===== config.mk =====
export PLATFORM = sky130hd
export DESIGN_NAME = rx_page_writer
export DESIGN_NICKNAME = d
export VERILOG_FILES = /design/src/rtl/rx_page_writer.sv
export SDC_FILE = /design/constraint.sdc
export NUM_CORES = 1
export LEC_CHECK = 0
export ABC_AREA = 1
export BUFFER_PORTS_ARGS = -buffer_cell sky130_fd_sc_hd__buf_2
export CAP_MARGIN = 20
export CORE_UTILIZATION = 52
export CTS_CLUSTER_SIZE = 40
export DETAILED_ROUTE_END_ITERATION = 12
export PLACE_DENSITY = 0.71
export SLEW_MARGIN = 20
export SYNTH_ARGS = -nofsm -noshare
export SYNTH_HDL_FRONTEND = slang
export SYNTH_SLANG_ARGS = --single-unit

===== constraint.sdc =====
create_clock -name clk -period 2.97 [get_ports clk]
set_input_delay 0.1485 -clock clk [delete_from_list [all_inputs] [get_ports clk]]
set_output_delay 0.1485 -clock clk [all_outputs]
set_load 0.02 [all_outputs]

===== src/rtl/rx_page_writer.sv =====
module rx_page_writer #(
  parameter int PAGE_W     = 2,
  parameter int LEN_W      = 12,
  parameter int PAGE_BYTES = 2048
) (
  input  logic                                   clk,
  input  logic                                   rst_n,
  input  logic                                   start,
  input  logic [LEN_W-1:0]                       frame_len,
  input  logic                                   rx_enable,
  input  logic                                   soft_reset,
  input  logic                                   strip_crc,
  input  logic                                   page_avail,
  input  logic [PAGE_W-1:0]                      page_num,
  output logic                                   page_take,
  input  logic                                   in_valid,
  input  logic [7:0]                             in_data,
  output logic                                   in_ready,
  output logic                                   ram_we,
  output logic [PAGE_W+$clog2(PAGE_BYTES)-1:0]   ram_addr,
  output logic [7:0]                             ram_wdata,
  output logic                                   busy,
  output logic                                   reject,
  output logic                                   q_push,
  output logic [PAGE_W-1:0]                      q_page,
  output logic                                   rcv_int
);
  localparam int OFF_W    = $clog2(PAGE_BYTES);
  localparam int CW       = LEN_W + 1;
  localparam int MIN_LEN  = 64;
  localparam int LONG_LEN = 1518;
  localparam logic [31:0] POLY = 32'hEDB88320;

  typedef enum logic [2:0] {S_IDLE, S_HDR, S_DATA, S_PAD, S_CRC, S_TRL} st_t;

  function automatic logic [31:0] crc_step(input logic [31:0] c, input logic [7:0] b);
    logic [31:0] r;
    r = c ^ {24'h0, b};
    for (int i = 0; i < 8; i++) r = r[0] ? ((r >> 1) ^ POLY) : (r >> 1);
    return r;
  endfunction

  st_t               st;
  logic [1:0]        sub;
  logic [OFF_W-1:0]  off;
  logic [LEN_W-1:0]  cnt, len_r;
  logic              keep_r, short_r, odd_tail;
  logic [31:0]       hdr_r, crc;
  logic [7:0]        hold;
  logic [PAGE_W-1:0] page_r;

  wire              short_in = frame_len < LEN_W'(MIN_LEN);
  wire [CW-1:0]     data_len = short_in ? CW'(MIN_LEN) : CW'({frame_len[LEN_W-1:1], 1'b0});
  wire [CW-1:0]     total    = data_len + CW'(strip_crc ? 6 : 10);
  wire              ok       = rx_enable & ~soft_reset & page_avail & (total <= CW'(PAGE_BYTES));
  wire [15:0]       status   = {3'b000, frame_len[0], frame_len > LEN_W'(LONG_LEN), 11'h000};
  wire              last_in  = cnt == len_r - LEN_W'(1);
  wire              take     = (st == S_DATA) & in_valid;
  wire              skip_wr  = odd_tail & last_in;
  wire [7:0]        crc_byte = (st == S_DATA) ? in_data : 8'h00;

  assign page_take = (st == S_IDLE) & start & ok;
  assign in_ready  = st == S_DATA;
  assign busy      = st != S_IDLE;
  assign ram_addr  = {page_r, off};
  assign q_push    = (st == S_TRL) & (sub == 2'd1);
  assign rcv_int   = q_push;
  assign q_page    = page_r;
  assign ram_we    = (st == S_HDR) | (st == S_PAD) | (st == S_CRC) | (st == S_TRL) | (take & ~skip_wr);

  always_comb begin
    case (st)
      S_HDR:   ram_wdata = hdr_r[{sub, 3'b000} +: 8];
      S_DATA:  ram_wdata = in_data;
      S_CRC:   ram_wdata = ~crc[7:0];
      S_TRL:   ram_wdata = (sub == 2'd0) ? (odd_tail ? hold : 8'h00) : (odd_tail ? 8'h60 : 8'h40);
      default: ram_wdata = 8'h00;
    endcase
  end

  always_ff @(posedge clk or negedge rst_n) begin
    if (!rst_n) begin
      st <= S_IDLE; sub <= '0; off <= '0; cnt <= '0; len_r <= '0;
      keep_r <= 1'b0; short_r <= 1'b0; odd_tail <= 1'b0; hdr_r <= '0;
      crc <= '1; hold <= '0; page_r <= '0; reject <= 1'b0;
    end else begin
      reject <= 1'b0;
      case (st)
        S_IDLE: if (start) begin
          if (ok) begin
            st <= S_HDR; sub <= '0; off <= '0; cnt <= '0; crc <= '1;
            len_r <= frame_len; keep_r <= ~strip_crc; short_r <= short_in;
            odd_tail <= ~short_in & frame_len[0];
            hdr_r <= {16'(total), status}; page_r <= page_num;
          end else reject <= 1'b1;
        end
        S_HDR: begin
          off <= off + 1'b1; sub <= sub + 1'b1;
          if (sub == 2'd3) st <= (len_r == '0) ? S_PAD : S_DATA;
        end
        S_DATA: if (in_valid) begin
          cnt <= cnt + 1'b1;
          crc <= crc_step(crc, crc_byte);
          if (skip_wr) hold <= in_data;
          else off <= off + 1'b1;
          if (last_in) st <= short_r ? S_PAD : (keep_r ? S_CRC : S_TRL);
        end
        S_PAD: begin
          off <= off + 1'b1; cnt <= cnt + 1'b1;
          crc <= crc_step(crc, crc_byte);
          if (cnt == LEN_W'(MIN_LEN - 1)) st <= keep_r ? S_CRC : S_TRL;
        end
        S_CRC: begin
          off <= off + 1'b1; sub <= sub + 1'b1;
          crc <= {8'hFF, crc[31:8]};
          if (sub == 2'd3) st <= S_TRL;
        end
        S_TRL: begin
          off <= off + 1'b1; sub <= sub + 1'b1;
          if (sub == 2'd1) begin st <= S_IDLE; sub <= '0; end
        end
        default: st <= S_IDLE;
      endcase
    end
  end
endmodule


# Word level (Yosys, flattened, before mapping)
# Index checks and enable logic that the tools add are counted.
# word_totals
latch_bits	0
reg_bits	101
romBits	0
mem_bits_rw	0
mem_count	0
output_inout_bits	30
input_bits	30
wordCells	132
# classes
eq_ne	18
n_reduce_logical	17
shift	1
n_lt_le_gt_ge	3
mux	47
div_mod_pow	0
bitwise	28
addsub	5
multipliers	0
# op_table
cell	count
2-to-1 mux 32 bit	11
one-hot mux 32 bit (4 select lines)	1
NOT 13 -> 14 bit	8
2-to-1 mux 12 bit	4
2-to-1 mux 11 bit	4
one-hot mux 12 bit (3 select lines)	1
one-hot mux 11 bit (3 select lines)	1
one-hot mux 8 bit (4 select lines)	1
indexed part select 32 x 6 -> 8 bit	1
XOR 32 x 8 -> 32 bit	1
2-to-1 mux 3 bit	9
2-to-1 mux 8 bit	3
one-hot mux 3 bit (6 select lines)	1
adder 12 x 4 -> 13 bit	1
less-or-equal comparator 13 x 12 -> 1 bit, second input constant	1
adder 12 x 1 -> 12 bit, second input constant	1
== test 12 bit	1
== test 12 x 6 -> 1 bit, second input constant	1
> comparator 12 x 11 -> 1 bit, second input constant	1
logical NOT 12 bit	1
< comparator 12 x 7 -> 1 bit, second input constant	1
nonzero test 3 bit	4
subtractor 12 x 1 -> 12 bit, second input constant	1
adder 11 x 1 -> 11 bit, second input constant	1
26 further kinds	59

# Logic depth before layout (Yosys ltp)
# Gate-level depths: netlist (run 1).
# depth
ltp_word	21
ltp_mapped	23
depth_no_buf	21

# Worst setup path before layout (run 1)
# OpenSTA, ideal clock, no wires.
# synth_path
path_kind	input -> register
from	in frame_len[6]
to	reg len_r[11]
required_time_ns	2.850
stages	18
setup_ns	0.120
arrival_time_ns	2.258
setup_slack_ns	0.593
path_buffers	2
path_cell_list	nor2_1 -> nand3_2 -> buf_6 -> nand2_1 -> inv_2 -> fa_1 -> nand2_1 -> nand2_1 -> nand4_1 -> xor2_1 -> nand2_1 -> nor2_1 -> nand2_1 -> nand2_2 -> nand3_2 -> buf_2 -> o21ai_0 -> inv_1
# synth_via
elab_chain_cells	6
# synth_lines
item	line	source
start: declaration	9	input logic [LEN_W-1:0] frame_len,
< comparator 12 x 7 -> 1 bit	52	wire short_in = frame_len < LEN_W'(MIN_LEN);
2-to-1 mux 12 bit (*)	53	wire [CW-1:0] data_len = short_in ? CW'(MIN_LEN) : CW'({frame_len[LEN_W-1:1], 1'b0});
adder 12 x 4 -> 13 bit (*)	54	wire [CW-1:0] total = data_len + CW'(strip_crc ? 6 : 10);
less-or-equal comparator 13 x 12 -> 1 bit (*)	55	wire ok = rx_enable & ~soft_reset & page_avail & (total <= CW'(PAGE_BYTES));
bitwise AND 1 bit (*)	55	
AND reduction 3 bit (no source line) (*)	-	
end signal: assignment	92	len_r <= frame_len; keep_r <= ~strip_crc; short_r <= short_in;
end: declaration	46	logic [LEN_W-1:0] cnt, len_r;
# Mark *: on every way between the ends. The rest lies on a longest branch, timed or not.
# A chain may end at the register's enable or synchronous reset.

# Final worst setup path (run 1)
# layout_path
from	in frame_len[11]
to	out page_take
# layout_via
elab_chain_cells	6
# layout_lines
item	line	source
< comparator 12 x 7 -> 1 bit	52	
2-to-1 mux 12 bit (*)	53	
adder 12 x 4 -> 13 bit (*)	54	
less-or-equal comparator 13 x 12 -> 1 bit (*)	55	
bitwise AND 1 bit (*)	55	
bitwise AND 1 bit (*)	62	assign page_take = (st == S_IDLE) & start & ok;
end: declaration	15	output logic page_take,
# Marks and branches as above.

==> impl_metrics.toml, run 1 <==
[sta]
rsz0062_at_grt = "false"
setup_viol = 0
fmax_mhz = 368
fin_crit_ps = 2720
clock_skew_ps = 7.71
hold_viol_final = 0
timing.hold.ws_ps = 37.3
fin_setup_tns_ps = 0
max_slew_margin_pct = 58.3
worst_pin_slew_ps = 623
maxSlewViolCount = 0
period_share_pct = 91.5

[placement]
dpl.cell_count = 1350
hpwl_um = 14200
gp_congestion = 0.916
numPortBuffers = 59
place_area_mm2 = 0.00791

[global_routing]
grtUsageTotal_pct = 27.9
grt_start_max_net_pins = 56
grt_pass1_wl_um = 32500
grt_pass1_vias = 6362
grt_antenna_before_repair = 0
grt-ovfl-total = 0

[detailed_routing]
drt_pre_antenna_iters = 5
drt_iter0_markers = 670
vias_per_cell = 5.39
avgRoutedWirePerCell_um = 14.3
totalWireLength_um = 19600
ant_nets = 0
post-route-drc-count = 0
vias = 7379

[cts]
cts_buffers = 9
post_cts_buffers = 0
clock_latency_ps = 360
clkTransAtPathRegs_ps = 70
cts_sinks = 99
cts_tree = "yes"
clk_path_buf_depth = 2
htreeDepth = 3
cts.root.buffer_cell = "clkbuf_16"

[synthesis]
netlist_area_mm2 = 0.00748
ys_seq_elements = 99
syn_area_per_cell_um2 = 6.59
postSynthCellCount = 1136
seq_area_frac_synth_pct = 33.6
synth_top_flop_cell = "dfrtp_1"
synth_edf_count = 0
ys_warn_count = 0
async_reset_ff_share_pct = 100
synth_fp_nets = 1176
synth_cell_types = 48

[worst_setup_path]
worstSetupEndpointType = "output port"
required_ps = 2820
path_max_fanout = 15
cp.arrival_ps = 2570
start_kind = "input pin"
critical_path_class = "input pin to output port"

[pwr]
clkPwrFrac_pct = 13.6
p_int_w = 0.00443
peakVddDrop_v = 0.000529
powerDensity_mw_per_mm2 = 1100
power.leakage_nw = 4.32
combPwrFrac_pct = 58.5
seqPwrFrac_pct = 27.8
total_power_w = 0.00911
netSwitchingPower_w = 0.00468
p_sw_share_pct = 51.4

[die]
ios = 60
fp.dieW_um = 122
fp.coreArea_mm2 = 0.0139
rows = 43
start_util_pct = 53.7
die_y_um = 122
die_area_mm2 = 0.0149

[cells_and_area]
nNetsFinal = 1224
mostFrequentLayoutCells = "452 x nand2_1, 114 x nand3_1, 95 x inv_1, 84 x nor2_1, 67 x dfrtp_1"
final_cell_area_mm2 = 0.00825
antenna-diode-count = 0
drive_gt1_share_pct = 14.5
layout.cells.most_common = "nand2_1"
layout.cells.non_filler = 1369
area_growth_pct = 10.3

[run]
drv_cap = 0

[status]
status = "finished, final reports clean"

[min_path]
hold_class = "input pin to flop"
## critical path, cell delays in order
cell and delay [ps]:
buf_2 140, nor2_1 140, nand3_2 120, nand2_1 110, inv_2 50, fa_1 420
nand2_1 70, nand2_1 130, nand4_1 140, xor2_1 190, nand2_1 70, nor2_1 90
nand2_1 70, nand2_2 100, nand3_2 110, inv_2 250, buf_2 220
## power groups by stage
stage          sequential [W]  clock (W)  combinational [W]
2_1_floorplan         0.00241          0            0.00419
3_3_place_gp          0.00254          0            0.00517
3_5_place_dp          0.00254          0            0.00527
4_1_cts               0.00252    0.00126            0.00530
5_1_grt               0.00261    0.00130            0.00600
6_report              0.00253    0.00124            0.00533
## metrics by stage
stage | utilization (%) | worst slack (ps)
floorplan | - | 593
global placement | 56.8 | 160
detailed placement | 56.8 | 109
CTS | 59.2 | 266
global route | 59.2 | 7.01
finish | 59.2 | 253
## cell families after synthesis
family                     count (synthesis)  share of synthesized area (%)
adders and majority gates                 10                           1.77
buffers and inverters                    149                           8.90
AOI/OAI and AO/OA                        104                           8.09
xor gates and xnor gates                  47                           5.60
DFF                                       99                           33.6
and+or+nand+nor                          727                           42.0
## area by class of cell
cell class                      instances  area (um2)
Timing Repair Buffer                   82         503
Clock buffer                            9         225
Clock inverter                          7        82.6
Inverter                              104         390
Tap cell                              180         225
Multi-Input combinational cell        888        4310
Sequential cell                        99        2520
Fill cell                            1335        5680
## per-layer routing
| layer | track usage [%] | part of all wire [%] | up-vias |
|---|---|---|---|
| met2 | 41.0 | 43 | 242 |
| li1 | - | - | 3722 |
| met3 | 3.42 | 5.8 | 25 |
| met5 | 0 | 0 | - |
| met4 | 8.64 | 1.8 | 0 |
| met1 | 42.3 | 49 | 3390 |
## flip-flops by register name, summed over array words and instances, names as in the netlist
name / cells
hdr_r: 13
st: 3
sub: 2
reject: 1
len_r: 12
keep_r: 1
odd_tail: 1
short_r: 1
hold: 8
crc: 32
cnt: 12
off: 11
q_page: 2
## repair_timing
action	in CTS	in global routing
endpoints found under the hold margin	46	0
gates resized for setup	0	1
endpoints found under the setup margin	0	7
hold buffers	3	0
## Yosys cell counts, drive strengths merged (9+ instances only)
master | n | area share (%)
xor2 | 34 | 4.1
nand4 | 18 | 1.5
nand3 | 121 | 8.6
a21oi | 15 | 1.0
xnor2 | 13 | 1.5
dfstp | 32 | 11
ha | 9 | 1.5
o21ai | 60 | 4.0
nand2 | 468 | 24
nor3 | 11 | 0.87
buf | 30 | 2.9
dfrtp | 67 | 22
inv | 103 | 5.2
nor2 | 93 | 5.2
clkbuf | 15 | 0.75
## worst paths after layout
check / startpoint / endpoint / slack (ps) / depth (start not counted)
hold reg to reg: crc[19]$_DFFE_PN1P_ / crc[19]$_DFFE_PN1P_ / 470 / 2
setup reg to reg: len_r[0]$_DFFE_PN0P_ / off[6]$_DFFE_PN0P_ / 440 / 18
min in group asynchronous: rst_n / cnt[2]$_DFFE_PN0P_ / 330 / 2
hold / removal: in_data[3] / hold[3]$_DFFE_PN0P_ / 40 / 3
setup / recovery: frame_len[11] / page_take / 250 / 17
max in group asynchronous: rst_n / crc[9]$_DFFE_PN1P_ / 1880 / 3
(Power assumes the default switching activity.)
==> inputs of run 2 (changes only) <==
==> constraint.sdc (replaced) <==
create_clock -name clk -period 2.97 [get_ports clk]
set_input_delay 0.891 -clock clk [delete_from_list [all_inputs] [get_ports clk]]
set_output_delay 0.891 -clock clk [all_outputs]
set_load 0.02 [all_outputs]
==> run 2 against run 1 <==
  * The flow now finishes with violations (negative setup slack)
  * Hold slack better by 440 ps
  * Utilization up 10 points
  * Routed wire length up 17%
  * First-iteration DRC count up 4.9%
  * Non-clock buffer count up 88
  * Fmax down 26%
  * Sequential share of layout area down 4.5 points
  * Critical path depth down 1
  * Clock power down 4%
  * Cell area up 18%
  * Largest power group unchanged
  * Highest routed layer unchanged
==> impl_metrics.toml, run 2 (synthesized netlist as in run 1, its figures left out) <==
[status]
status = "complete, but fails checks"
violations = "negative setup slack"

[cells_and_area]
final_util_pct = 69.6
drive_gt1_share_pct = 27.2
layout.cells.non_filler = 1460
fillers = 1156
nNetsFinal = 1315
layout.cells.most_common = "nand2_1"
antenna-diode-count = 0
mostFrequentLayoutCells = "420 x nand2_1, 101 x nand3_1, 88 x buf_4, 87 x inv_1, 70 x nor2_1"
reg_top3 = "crc: 32 flops, hdr_r: 13 flops"
multi_input_area_mm2 = 0.00478
area_growth_pct = 29.7
top_register = "crc"
seq_area_mm2 = 0.00252
largest_reg_flops = 32

[sta]
hold_viol_final = 0
maxSlewViolCount = 0
clock_skew_ps = 9.36
fin_setup_tns_ps = -4920
setup_viol = 61
worst_pin_slew_ps = 1080
rsz0062_at_grt = "true"
period_share_pct = 123
fmax_mhz = 274
fin_crit_ps = 3650
fin_ws_ps = -684
max_slew_margin_pct = 28.1
timing.hold.ws_ps = 473

[die]
fp.coreArea_mm2 = 0.0139
fp.dieW_um = 122
die_y_um = 122
die_area_mm2 = 0.0149
start_util_pct = 53.7
ios = 60
rows = 43

[worst_setup_path]
cp_num_buf_inv = 4
cp.arrival_ps = 2760
start_kind = "input pin"
crit_chain = "buf_8 -> nor2_4 -> nand3_4 -> nand2_4 -> inv_4 -> fa_2 -> xnor2_1 -> nand3_1 -> nor2_1 -> nand2_1 -> nor2_2 -> nand2_1 -> nand2_2 -> nand3_4 -> inv_4 -> buf_6"
path_max_fanout = 4
critical_path_class = "input pin to output port"
critical-path-slowest-cell = "fa_2"
worstSetupEndpointType = "output port"
cp_top_family = "simple AND/OR/NAND/NOR gates"
required_ps = 2080
max_stage_delay_ps = 370

[cts]
cts_sinks = 99
cts_hold_buffers = 0
cts.root.buffer_cell = "clkbuf_16"
clkTransAtPathRegs_ps = 70
clock_latency_ps = 370
cts_buffers = 9
cts_tree = "yes"
clk_path_buf_depth = 2
htreeDepth = 3

[placement]
hpwl_um = 15100
gp_congestion = 0.906
numPortBuffers = 59
dpl.cell_count = 1400
place_worst_setup_slack_ps = -759

[pwr]
p_int_w = 0.00548
p_sw_share_pct = 50.2
powerDensity_mw_per_mm2 = 1130
combPwrFrac_pct = 66.0
power.leakage_nw = 4.94
peakVddDrop_v = 0.000509
seqPwrFrac_pct = 23.2
netSwitchingPower_w = 0.00551
clkPwrFrac_pct = 10.8

[detailed_routing]
ant_nets = 0
drt_pre_antenna_iters = 7
dr_wl_met2_um = 10500
avgRoutedWirePerCell_um = 15.7
wl_met3_um = 1660
drt_iter0_markers = 703
totalWireLength_um = 23000
post-route-drc-count = 0
route.layer.met1.wl_um = 10400
vias = 8071
vias_per_cell = 5.53
highest_layer = "met4"

[global_routing]
grt_start_max_net_pins = 47
grt_pass1_vias = 7200
grt_pass1_wl_um = 35900
grtUsageTotal_pct = 30.9
grt-ovfl-total = 0
grt_antenna_before_repair = 0

[run]
drv_cap = 0

[min_path]
hold_class = "flop to flop"
## run 2: area by class of cell
cell class              instances  share of cell area (%)
flip-flops and latches         99                    26.0
repair buffers                170                    15.3
clock buffers                   9                    2.32
clock inverters                 7                   0.709
well taps                     180                    2.32
multi-input cells             891                    49.3
inverters                     104                    4.07
## run 2: power groups by stage
stage	Combinational, W	Clock [W]	Sequential (W)
3_5_place_dp	0.00565	0	0.00252
6_report	0.00725	0.00119	0.00255
2_1_floorplan	0.00421	0	0.00241
3_3_place_gp	0.00557	0	0.00251
5_1_grt	0.00794	0.00126	0.00262
4_1_cts	0.00632	0.00121	0.00251
## run 2: tightest hold or removal path: stages, from the launching register on
cell	delay (ps)
dfstp_2	380
nand2_1	60
nand2_1	40
## run 2: path summary, 6_finish.rpt
check                                      from                  end  slack (ps)  cells after the start
max                               frame_len[11]            page_take        -680                     16
min                         crc[31]$_DFFE_PN1P_  crc[31]$_DFFE_PN1P_         470                      2
max reg2reg                len_r[0]$_DFFE_PN0P_  hold[4]$_DFFE_PN0P_         110                     21
min reg2reg                 crc[31]$_DFFE_PN1P_  crc[31]$_DFFE_PN1P_         470                      2
max in group asynchronous                 rst_n   crc[3]$_DFFE_PN1P_        1770                      2
min in group asynchronous                 rst_n   cnt[0]$_DFFE_PN0P_         490                      1
## run 2: through the flow
stage	instance area [um2]	power (W)
after floorplan	7530	0.00661
after global placement	8370	0.00808
after detailed placement	8370	0.00817
after CTS	9160	0.0100
after global routing	9700	0.0118
final	9700	0.0110
## run 2: layer usage
metal,up-vias,GRT usage [%]
met5,-,0
met3,44,6.51
met4,0,8.80
met1,3774,43.7
li1,3929,-
met2,324,47.4
## run 2: timing repair
item / in CTS / in global routing
buffers inserted: 29 / 11
cloned: 5 / 7
setup endpoints to repair: 14 / 97
pin swaps: 45 / 50
resized for setup: 49 / 101
